`src/rtl/bldc_pkg.sv`:
```
package bldc_pkg;
  localparam int NPH = 3;

  typedef struct packed {
    logic [NPH-1:0] hi;
    logic [NPH-1:0] lo;
  } gate_t;

  localparam gate_t GATES_OFF = '{hi: '0, lo: '0};
endpackage

```
`src/rtl/hall_sector_dec.sv`:
```
module hall_sector_dec
  import bldc_pkg::*;
(
  input  logic [NPH-1:0] hall,
  input  logic           dir_fwd,
  output gate_t          drive,
  output logic           valid
);
  logic [NPH-1:0] src;
  logic [NPH-1:0] snk;

  // Forward six-step table: one source and one sink phase per sector.
  always_comb begin
    src = '0;
    snk = '0;
    case (hall)
      3'b001: begin src = 3'b001; snk = 3'b010; end
      3'b011: begin src = 3'b001; snk = 3'b100; end
      3'b010: begin src = 3'b010; snk = 3'b100; end
      3'b110: begin src = 3'b010; snk = 3'b001; end
      3'b100: begin src = 3'b100; snk = 3'b001; end
      3'b101: begin src = 3'b100; snk = 3'b010; end
      default: begin src = '0; snk = '0; end
    endcase
  end

  assign valid = (hall != '0) && (hall != '1);

  // Reverse direction swaps sourced and sunk phase, per phase.
  for (genvar p = 0; p < NPH; p++) begin : g_phase
    assign drive.hi[p] = dir_fwd ? src[p] : snk[p];
    assign drive.lo[p] = dir_fwd ? snk[p] : src[p];
  end
endmodule

```
`src/rtl/oc_blanker.sv`:
```
module oc_blanker (
  input  logic clk,
  input  logic rst_n,
  input  logic oc_flag,
  input  logic pwm_on,
  output logic blank
);
  logic pwm_prev_q;
  logic blank_q;
  logic blank_d;
  logic blank_en;
  logic pwm_rise;

  assign pwm_rise = pwm_on & ~pwm_prev_q;

  always_comb begin
    blank_en = oc_flag | (blank_q & pwm_rise);
    blank_d  = oc_flag;
  end

  always_ff @(posedge clk or negedge rst_n) begin
    if (!rst_n) begin
      pwm_prev_q <= 1'b0;
      blank_q    <= 1'b0;
    end else begin
      pwm_prev_q <= pwm_on;
      if (blank_en) blank_q <= blank_d;
    end
  end

  assign blank = oc_flag | (blank_q & ~pwm_rise);


  oc_hold_chk: assert property (@(posedge clk) disable iff (!rst_n)
    ($past(oc_flag) && !(pwm_on && !$past(pwm_on))) |-> blank);
endmodule

```
`src/rtl/gate_arbiter.sv`:
```
module gate_arbiter
  import bldc_pkg::*;
(
  input  logic  uv_lock,
  input  logic  coast_req,
  input  logic  blank,
  input  logic  brake_req,
  input  logic  valid,
  input  gate_t drive,
  input  logic  pwm_on,
  input  logic  four_quad,
  output gate_t nxt
);
  always_comb begin
    nxt = GATES_OFF;
    if (uv_lock || coast_req || blank) begin
      nxt = GATES_OFF;
    end else if (brake_req) begin
      nxt.hi = '0;
      nxt.lo = pwm_on ? '1 : '0;
    end else if (valid) begin
      nxt.hi = (four_quad && !pwm_on) ? '0 : drive.hi;
      nxt.lo = pwm_on ? drive.lo : '0;
    end
  end
endmodule

```
`src/rtl/hall_commutator.sv`:
```
module hall_commutator
  import bldc_pkg::*;
(
  input  logic           clk,
  input  logic           rst_n,
  input  logic [NPH-1:0] hall,
  input  logic           dir_fwd,
  input  logic           brake_req,
  input  logic           coast_req,
  input  logic           four_quad,
  input  logic           pwm_on,
  input  logic           oc_flag,
  input  logic           uv_lock,
  output logic [NPH-1:0] hs_cmd,
  output logic [NPH-1:0] ls_cmd
);
  gate_t drive;
  gate_t nxt;
  gate_t gate_q;
  logic  valid;
  logic  blank;

  hall_sector_dec u_dec (
    .hall    (hall),
    .dir_fwd (dir_fwd),
    .drive   (drive),
    .valid   (valid)
  );

  oc_blanker u_oc (
    .clk     (clk),
    .rst_n   (rst_n),
    .oc_flag (oc_flag),
    .pwm_on  (pwm_on),
    .blank   (blank)
  );

  gate_arbiter u_arb (
    .uv_lock   (uv_lock),
    .coast_req (coast_req),
    .blank     (blank),
    .brake_req (brake_req),
    .valid     (valid),
    .drive     (drive),
    .pwm_on    (pwm_on),
    .four_quad (four_quad),
    .nxt       (nxt)
  );

  always_ff @(posedge clk or negedge rst_n) begin
    if (!rst_n) gate_q <= GATES_OFF;
    else        gate_q <= nxt;
  end

  assign hs_cmd = gate_q.hi;
  assign ls_cmd = gate_q.lo;


  no_shoot_chk: assert property (@(posedge clk) disable iff (!rst_n)
    ((hs_cmd & ls_cmd) == '0) && $onehot0(hs_cmd));

  coast_off_chk: assert property (@(posedge clk) disable iff (!rst_n)
    $past(coast_req) |-> (hs_cmd == '0 && ls_cmd == '0));

  uv_off_chk: assert property (@(posedge clk) disable iff (!rst_n)
    $past(uv_lock) |-> (hs_cmd == '0 && ls_cmd == '0));

  two_quad_chop_chk: assert property (@(posedge clk) disable iff (!rst_n)
    $past(!pwm_on && !four_quad) |-> ls_cmd == '0);

  four_quad_chop_chk: assert property (@(posedge clk) disable iff (!rst_n)
    $past(!pwm_on && four_quad) |-> (hs_cmd == '0 && ls_cmd == '0));

  bad_hall_chk: assert property (@(posedge clk) disable iff (!rst_n)
    $past(!brake_req && (hall == '0 || hall == '1)) |-> (hs_cmd == '0 && ls_cmd == '0));

  brake_hi_off_chk: assert property (@(posedge clk) disable iff (!rst_n)
    $past(brake_req) |-> hs_cmd == '0);
endmodule

```
`config.mk`:
```
export PLATFORM = sky130hd
export DESIGN_NAME = hall_commutator
export DESIGN_NICKNAME = d
export VERILOG_FILES = /design/src/rtl/bldc_pkg.sv /design/src/rtl/hall_sector_dec.sv /design/src/rtl/oc_blanker.sv /design/src/rtl/gate_arbiter.sv /design/src/rtl/hall_commutator.sv
export SDC_FILE = /design/constraint.sdc
export NUM_CORES = 1
export LEC_CHECK = 0
export ABC_AREA = 1
export BUFFER_PORTS_ARGS = -buffer_cell sky130_fd_sc_hd__buf_4
export CORE_AREA = 10 10 47 49
export DETAILED_ROUTE_END_ITERATION = 16
export DIE_AREA = 0 0 57 59
export PLACE_DENSITY_LB_ADDON = 0.3
export SYNTH_ARGS = -nofsm -noshare
export SYNTH_HDL_FRONTEND = slang
export SYNTH_HIERARCHICAL = 1
export SYNTH_SLANG_ARGS = --single-unit
```
`constraint.sdc`:
```
create_clock -name clk -period 2.8 [get_ports clk]
set_input_delay 0.42 -clock clk [delete_from_list [all_inputs] [get_ports clk]]
set_output_delay 0.42 -clock clk [all_outputs]
set_load 0.01 [all_outputs]
```
==> results of run 1 <==
worst reg2reg max path, cell delays in order (launching register included):
cell and delay, ns:
dfrtp_1 0.35, inv_1 0.05, nand2_1 0.04, nand2_1 0.06, nand2_1 0.06, nor2_2 0.11
nand3_1 0.12, nor2_1 0.11
per-stage QoR:
stage / cell area (µm²) / instances / utilization [%] / power, µW
finish: 608 / 97 / 43.4 / 246
global route: 608 / 97 / 43.4 / 260
CTS: 608 / 97 / 43.4 / 250
detailed placement: 576 / 93 / 41.1 / 165
global placement: 576 / 93 / 41.1 / 165
floorplan: 428 / 60 / - / 142
final timing paths:
check | start | end | slack [ns] | depth (start not counted)
setup / recovery | hs_cmd[0] | hs_cmd[0] | 1.64 | 1
hold / removal | pwm_on | u_oc/pwm_prev_q | 0.31 | 1
setup reg to reg | u_oc/pwm_prev_q | ls_cmd[1] | 1.81 | 7
hold reg to reg | u_oc/blank_q | u_oc/blank_q | 0.46 | 2
max in group asynchronous | rst_n | ls_cmd[0] | 2.15 | 2
min in group asynchronous | rst_n | hs_cmd[1] | 0.52 | 2
per-layer routing:
metal / GRT usage, % / part of all wire [%] / vias to the layer above
met5: 0 / 0 / -
met1: 6.26 / 42 / 187
met2: 8.99 / 45 / 17
met4: 5.03 / 1.7 / 0
li1: - / - / 233
met3: 2.58 / 12 / 2
repair_timing:
action / in CTS / in global routing
endpoints found under the setup margin: 0 / 0
buffers inserted: 0 / 0
gates resized for setup: 0 / 0
hold buffers: 1 / 0
hold endpoints to repair: 8 / 0
kinds of logic after synthesis:
group	count (synthesis)
DFF	8
buffers and inverters	9
and+or+nand+nor	40
AOI/OAI and AO/OA	3
cell usage after synthesis (all sizes together):
cell type   n
a21oi       3
dfrtp       8
inv         9
nand2      17
nand3      15
nor2        8
cell type report:
type	instances	area [µm²]
Clock buffer	3	22.5
Fill cell	160	793
Inverter	9	33.8
Multi-Input combinational cell	43	194
Sequential cell	8	200
Tap cell	16	20.0
Timing Repair Buffer	18	138
power breakdown:
part | internal (µW) | switching [µW]
Clock | 48.6 | 32.6
Sequential | 118 | 0.556
Combinational | 20.3 | 25.5
flip-flops by register name, summed over array words and instances (netlist names):
name             count
hs_cmd               3
u_oc/pwm_prev_q      1
ls_cmd               3
u_oc/blank_q         1
==> run summary, run 1 <==
Fmax = 865 MHz
Tcrit/Tclk final = 41.3%
final RePlAce weighted congestion = 0.714
diodes inserted = 0
Total Wirelength = 999 µm
syn_nets = 72
dpl hpwl = 839 µm
# port buffers = 17
Vias/cell = 4.53
post-synthesis simple-gate area fraction = 41.8%
post-layout net count = 95
Final setup viols = 0
XOR/XNOR share of the synthesized area = 0%
layout cells sized above 1 = 30.9%
CP Capture Type = output pin
startpoint types = flip-flop
Synth top area share = 46.8%
die area = 0.00336 mm²
crit-path cells = buf_4
Final Hold Fails = 0
crit-path max cell delay = 0.36 ns
clk root buf = clkbuf_4
Synth Area in Adders = 0%
Arrival @ worst endpoint = 0.74 ns
clock-pin slew on the worst setup and hold paths = 0.05 ns
via count = 439
count of state elements after synthesis = 8
Core Area = 0.00140 mm²
hold slack = 0.310 ns
Longest Clk Path Bufs = 2
Crit Path Category = reg2out
vias in the first global route = 419
wire length per cell = 10.3 µm
CTS Buf Count = 3
antenna-violating nets left = 0
Synth area leader = dfrtp_1
total track usage = 5.95%
total gr overflow = 0
Die Y = 59 µm
Seq/Total Area, Yosys = 46.8%
fin. max-slew vios = 0
Pleak = 0.000351 µW
Iteration-0 DRC Markers = 7
Initial Util = 30.5%
Pwr Density = 404 mW/mm²
FP Rows = 14
Die X = 57 µm
Hold Crit Class = in2reg
pre-CTS WS = 1.52 ns
relative slew slack = 89.1%
peak supply drop = 0.103 mV
Clk Latency, worst-skew pair = 0.24 ns
CP max-delay cell = dfrtp_1
Max-cap violations = 0
first-pass GRT wire length = 1660 µm
TritonCTS clock tree = yes
post-synthesis mux area share = 0%
Post-Synthesis Cells = 60
Critical Path RT = 2.38 ns
Clock Sinks = 8
status = finished clean
Bufs and invs on worst path = 1
Tmin final = 1.16 ns
synthesized area = 428 µm²
htree depth = 1
RSZ-0062 raised after global routing = false
Layout area overhead = 42.1%
top post-synthesis cells by area = dfrtp_1 (47%), nand3_1 (16%), nand2_1 (15%), inv_1 (6.1%), nor2_1 (5.3%)
worst-path fanout max = 1
setup TNS = 0 ns
IO Pins = 18
Slew @ Worst Pin = 0.163 ns
largest net degree at the start of global routing = 9
Yosys warnings = 6
syn avg cell area = 7.13 µm²
compound-gate portion of the synthesized area = 3.51%
post-layout worst setup margin = 1.64 ns
first-pass iteration count of the detailed router = 4
initial antenna violation count = 0
largest family of logic cells by synthesized area = simple AND/OR/NAND/NOR gates
# DRC = 0
critical path's top delay family = flip-flops
skew final = 0.00412 ns
commonest cells after routing, fill and taps aside = buf_4 (17), nand2_1 (17), nand3_1 (14)
library cells used by synthesis = 9
(Power assumes the default switching activity.)
==> run 2, diff against run 1 <==
- clock period: 2.8 -> 1.21 ns (I/O delays scaled with it)
==> run summary, run 2 (synthesized netlist as in run 1, its figures left out) <==
FF-to-FF setup slack = 0.22 ns (-1.59 ns)
startpoint types = flip-flop
skew final = 0.00138 ns (-0.00274 ns)
IO Pins = 18 (unchanged)
crit-path max cell delay = 0.35 ns (about the same)
Finished Layout Cells = 97 (unchanged)
via count = 440 (+0.23%)
Die Y = 59 µm (unchanged)
worst-path fanout max = 3 (+2)
Clock Sinks = 8 (unchanged)
layout cells sized above 1 = 30.9% (unchanged)
Pleak = 0.000351 µW (unchanged)
first-pass iteration count of the detailed router = 4 (unchanged)
part of the power in registers = 48.7% (+0.4 points)
Longest Clk Path Bufs = 2 (unchanged)
commonest cells after routing, fill and taps aside = buf_4 (17), nand2_1 (17), nand3_1 (14)
Critical Path RT = 1.38 ns (-1.00 ns)
clock-pin slew on the worst setup and hold paths = 0.05 ns (about the same)
vias in the first global route = 457 (+9.1%)
Placed Instances = 93 (unchanged)
initial antenna violation count = 0 (unchanged)
clk root buf = clkbuf_4
pre-CTS WS = 0.146 ns (-1.37 ns)
final core area utilization = 43.4% (unchanged)
TritonCTS clock tree = yes
total track usage = 6.24% (+0.29 points)
largest net degree at the start of global routing = 9 (unchanged)
Min-Delay Startpoint = pwm_on
worst r2r src = u_oc/pwm_prev_q
Max-cap violations = 0 (unchanged)
RSZ-0062 raised after global routing = false
htree depth = 1 (unchanged)
CP max-delay cell = dfrtp_1
Hold Path Stages = 1 (unchanged)
hold slack = 0.0797 ns (-0.230 ns)
Vias/cell = 4.54 (+0.23%)
crit-path cells = inv_1, nand2_1, nand2_1, nand2_1, nor2_2, nand3_1, nor2_1
diodes inserted = 0 (unchanged)
antenna-violating nets left = 0 (unchanged)
Hold Crit Class = in2reg
setup bufs post-CTS = 0 (unchanged)
Core Area = 0.00140 mm² (unchanged)
setup TNS = 0 ns (unchanged)
# DRC = 0 (unchanged)
Hold-fix buffers, CTS = 1 (unchanged)
relative slew slack = 87.6% (-1.5 points)
Pint = 433 µW (+130%)
r2r endpoint = ls_cmd[0]
Initial Util = 30.5% (unchanged)
Crit Path Category = reg2reg
Sw Share = 23.3% (-0.61 points)
Slew @ Worst Pin = 0.186 ns (+0.0230 ns)
fin. max-slew vios = 0 (unchanged)
Hold EP = u_oc/pwm_prev_q
most used cell, CP = nand2_1
total gr overflow = 0 (unchanged)
Total Wirelength = 968 µm (-3.1%)
Reg2Reg Depth = 7 (unchanged)
first-pass GRT wire length = 1790 µm (+8.3%)
Clk Latency, worst-skew pair = 0.24 ns (about the same)
# port buffers = 17 (unchanged)
Fmax = 1010 MHz
Pwr Density = 927 mW/mm² (+130%)
wire length per cell = 9.98 µm (-3.1%)
Final Hold Fails = 0 (unchanged)
die area = 0.00336 mm² (unchanged)
post-layout net count = 95 (unchanged)
Die X = 57 µm (unchanged)
post-CTS resize count = 0 (unchanged)
Iteration-0 DRC Markers = 2 (-5)
Switch Pwr = 131 µW (+120%)
status = finished clean
Tcrit/Tclk final = 82.0%
post-layout worst setup margin = 0.218 ns (-1.43 ns)
peak supply drop = 0.289 mV (+180%)
Layout area overhead = 42.1% (unchanged)
FP Rows = 14 (unchanged)
Tmin final = 0.992 ns
combinational share of power = 18.8% (+0.2 points)
CP Capture Type = flip-flop
Final setup viols = 0 (unchanged)
Clock power frac = 32.5% (-0.6 points)
Arrival @ worst endpoint = 1.16 ns (+0.42 ns)
CTS Buf Count = 3 (unchanged)
final RePlAce weighted congestion = 0.725 (+1.6%)
[run 2: cell counts in the layout (fill, tap and decap cells not counted)]
No cell type changed its count.
[run 2: how the worst max path moves through the flow]
| stage | to | slack, ns | from |
|---|---|---|---|
| 2_1_floorplan | ls_cmd[0] | 0.32 | u_oc/pwm_prev_q |
| 3_3_place_gp | hs_cmd[0] | 0.17 | hall[1] |
| 3_5_place_dp | hs_cmd[1] | 0.15 | hall[1] |
| 4_1_cts | ls_cmd[0] | 0.20 | u_oc/pwm_prev_q |
| 5_1_grt | ls_cmd[1] | 0.06 | u_oc/pwm_prev_q |
| 6_report | ls_cmd[0] | 0.22 | u_oc/pwm_prev_q |
[run 2: layout make-up]
type	count	area [µm²]
inverters	9	33.8
repair buffers	18	138
flip-flops and latches	8	200
fillers	159	793
multi-input cells	43	194
clock buffers	3	22.5
well taps	16	20.0
[run 2: power groups by stage]
| stage | logic (µW) | registers [µW] | clock network, µW |
|---|---|---|---|
| global placement | 103 | 279 | 0 |
| detailed placement | 104 | 279 | 0 |
| CTS | 107 | 275 | 193 |
| floorplan | 48.6 | 280 | 0 |
| global route | 123 | 275 | 204 |
| finish | 106 | 275 | 183 |
[run 2: routing by layer]
layer	vias to the layer above	GRT usage [%]	part of all wire, %
li1	232	-	-
met1	187	7.19	45
met2	19	9.77	43
met3	2	1.93	10
met4	0	4.03	1.8
met5	-	0	0
[run 2: critical path: cells and delay by family (launching register included)]
kind                   cells  cell delay (ns)
buffers and inverters      1             0.04
AND/OR/NAND/NOR            6             0.52
flip-flops                 1             0.35
[run 2: per-stage QoR]
step                total power [µW]  cell area (µm²)
finish                           564              608
global route                     602              608
CTS                              574              608
detailed placement               383              576
global placement                 381              576
floorplan                        328              428
==> run 3, diff against run 2 <==
- ABC_AREA: 1 -> 0
- clock period: 1.21 -> 0.99 ns (I/O delays scaled with it)
==> run summary, run 3 <==
total gr overflow = 0 (unchanged)
Yosys warnings = 6 (unchanged)
FF-to-FF setup slack = -0.41 ns (-0.63 ns)
Longest Clk Path Bufs = 2 (unchanged)
status = finished with violations
FP Rows = 14 (unchanged)
Tmin final = 1.40 ns (+0.407 ns)
post-layout worst setup margin = -0.409 ns (-0.627 ns)
CTS Buf Count = 3 (unchanged)
Clock power frac = 32.3% (-0.2 points)
CP max-delay cell = or4b_4
syn_nets = 55 (-24%)
Reg2Reg Depth = 4 (-3)
Vias/cell = 4.84 (+6.7%)
Post-DP Area = 643 µm² (+12%)
crit-path max cell delay = 0.54 ns (+0.19 ns)
CP Capture Type = flip-flop
Pwr Density = 1040 mW/mm² (+12%)
diodes inserted = 0 (unchanged)
setup TNS = -2.34 ns (-2.34 ns)
Die X = 57 µm (unchanged)
Iteration-0 DRC Markers = 7 (+5)
startpoint types = flip-flop
Initial Util = 31.9% (+1.3 points)
Pint = 562 µW (+30%)
Min-Delay Startpoint = oc_flag
Synth area leader = dfrtp_1
count of state elements after synthesis = 8 (unchanged)
final core area utilization = 50.1% (+6.7 points)
syn avg cell area = 10.4 µm² (+46%)
clk root buf = clkbuf_4
Fmax = 715 MHz (-29%)
met2 usage = 10.9% (+1.1 points)
wire length per cell = 12.5 µm (+25%)
commonest non-fill, non-tap cell in the layout = buf_4
met1 Usage GRT = 6.94% (-0.24 points)
EDFF count, synth = 0 (unchanged)
Core Area = 0.00140 mm² (unchanged)
Post-Synthesis Cells = 43 (-28%)
# DRC = 0 (unchanged)
crit-path cells = nand2b_4, a21o_1, or4b_4, nor2_2
Hold Path Stages = 2 (+1)
Final setup viols = 6 (+6)
Die Y = 59 µm (unchanged)
Pleak = 0.000348 µW (-1.0%)
Final Hold Fails = 0 (unchanged)
worst r2r src = u_oc/pwm_prev_q
part of the power in registers = 46.1% (-2.6 points)
first-pass iteration count of the detailed router = 3 (-1)
Critical Path RT = 1.17 ns (-0.21 ns)
Switch Pwr = 169 µW (+29%)
synthesized area = 447 µm² (+4.4%)
commonest cells after routing, fill and taps aside = buf_4 (26), dfrtp_1 (8), nand2b_1 (4), mux2i_1 (4)
IO Pins = 18 (unchanged)
ys async rst share = 100% (unchanged)
met3 Use GR = 1.93% (unchanged)
layout cells sized above 1 = 50.0% (+19 points)
Tcrit/Tclk final = 141% (+59 points)
combinational share of power = 21.6% (+2.8 points)
pre-CTS WS = -0.403 ns (-0.549 ns)
first-pass GRT wire length = 1830 µm (+1.9%)
critical path's top delay family = simple AND/OR/NAND/NOR gates
post-layout net count = 86 (-9.5%)
Total Wirelength = 1100 µm (+13%)
design area = 702 µm² (+15%)
Clk Latency, worst-skew pair = 0.25 ns (about the same)
Synth top area share = 44.8% (-2.0 points)
worst-path fanout max = 4 (+1)
fin. max-slew vios = 0 (unchanged)
top cells by count, synth = dfrtp_1 (8), mux2i_1 (4), nand2b_1 (4), nor2_1 (4), nor3_1 (4)
Clock Sinks = 8 (unchanged)
Hold Crit Class = in2reg
total track usage = 6.72% (+0.48 points)
dpl hpwl = 921 µm
Max-cap violations = 0 (unchanged)
r2r endpoint = ls_cmd[1]
TritonCTS clock tree = yes
die area = 0.00336 mm² (unchanged)
initial antenna violation count = 0 (unchanged)
RSZ-0062 raised after global routing = true
Seq/Total Area, Yosys = 44.8% (-2.0 points)
Sw Share = 23.2% (-0.10 points)
global routing's busiest layer = met2
htree depth = 1 (unchanged)
Crit Path Category = reg2reg
Post-synth top flop = dfrtp_1
vias in the first global route = 430 (-5.9%)
failing checks = negative setup slack
top post-synthesis cells by area = dfrtp_1 (45%), mux2i_1 (9.0%), or4b_1 (6.7%), nand2b_1 (5.6%), nor3_1 (4.5%)
peak supply drop = 0.368 mV (+27%)
Layout area overhead = 57.1%
final RePlAce weighted congestion = 0.668 (-7.9%)
largest net degree at the start of global routing = 9 (unchanged)
top-count cell post-synth = dfrtp_1
Bufs and invs on worst path = 0 (-1)
Slew @ Worst Pin = 0.304 ns (+0.118 ns)
Hold EP = u_oc/blank_q
# port buffers = 17 (unchanged)
skew final = 0.00584 ns (+0.00446 ns)
antenna-violating nets left = 0 (unchanged)
via count = 426 (-3.2%)
relative slew slack = 79.7% (-7.8 points)
Arrival @ worst endpoint = 1.58 ns (+0.42 ns)
library cells used by synthesis = 17 (+8)
clock-pin slew on the worst setup and hold paths = 0.05 ns (about the same)
run 3: changes by cell type after synthesis, moves of 3 or more:
cell	previous run	this run
mux2i_1	0	4
nand2_1	17	1
nand2b_1	0	4
nand3_1	14	0
nor3_1	0	4
or4b_1	0	3
inv_1	7	0
run 3: final cells by class:
class,count,area (µm²)
fill,145,699
tap,16,20.0
clock buffer,3,22.5
multi-input combinational,34,254
timing repair buffer,27,205
sequential,8,200
run 3: worst max-delay path by stage:
stage / from / end / slack, ns / cells past startpoint
after floorplan: u_oc/pwm_prev_q / hs_cmd[0] / -0.32 / 4
after global placement: u_oc/pwm_prev_q / hs_cmd[1] / -0.38 / 4
after detailed placement: u_oc/pwm_prev_q / hs_cmd[0] / -0.40 / 4
after CTS: u_oc/pwm_prev_q / hs_cmd[0] / -0.38 / 4
after global routing: u_oc/pwm_prev_q / hs_cmd[2] / -0.46 / 4
final: u_oc/pwm_prev_q / ls_cmd[1] / -0.41 / 4
run 3: kinds of logic after synthesis:
group           Yosys count  synth area share, %
buf+inv                   1                 2.52
compound gates            7                 8.96
simple gates             23                 34.7
mux                       4                 8.96
flops                     8                 44.8
run 3: power groups by stage:
stage                     Combinational, µW  Clock [µW]  Sequential [µW]
after floorplan                        59.3           0              343
after CTS                               154         253              337
after global routing                    177         267              338
after detailed placement                148           0              342
after global placement                  146           0              342
final                                   158         236              338
run 3: what timing repair did:
action	4_1_cts	5_1_grt
pin swaps	1	2
setup buffers	0	1
setup endpoints to repair	6	6
endpoints found under the hold margin	8	0
gates resized for setup	3	2
hold buffers	1	0
run 3: stage by stage:
step	cells	power (µW)	hold slack [ns]
finish	88	732	0.109
global route	88	782	0.114
global placement	83	488	-0.0308
CTS	87	744	0.0828
detailed placement	83	490	-0.0283
floorplan	43	402	-0.147
run 3: routing by layer:
layer | vias up | part of all wire [%]
met3 | 2 | 7.5
met4 | 0 | 1.6
li1 | 215 | -
met1 | 196 | 40
met2 | 13 | 51
met5 | - | 0
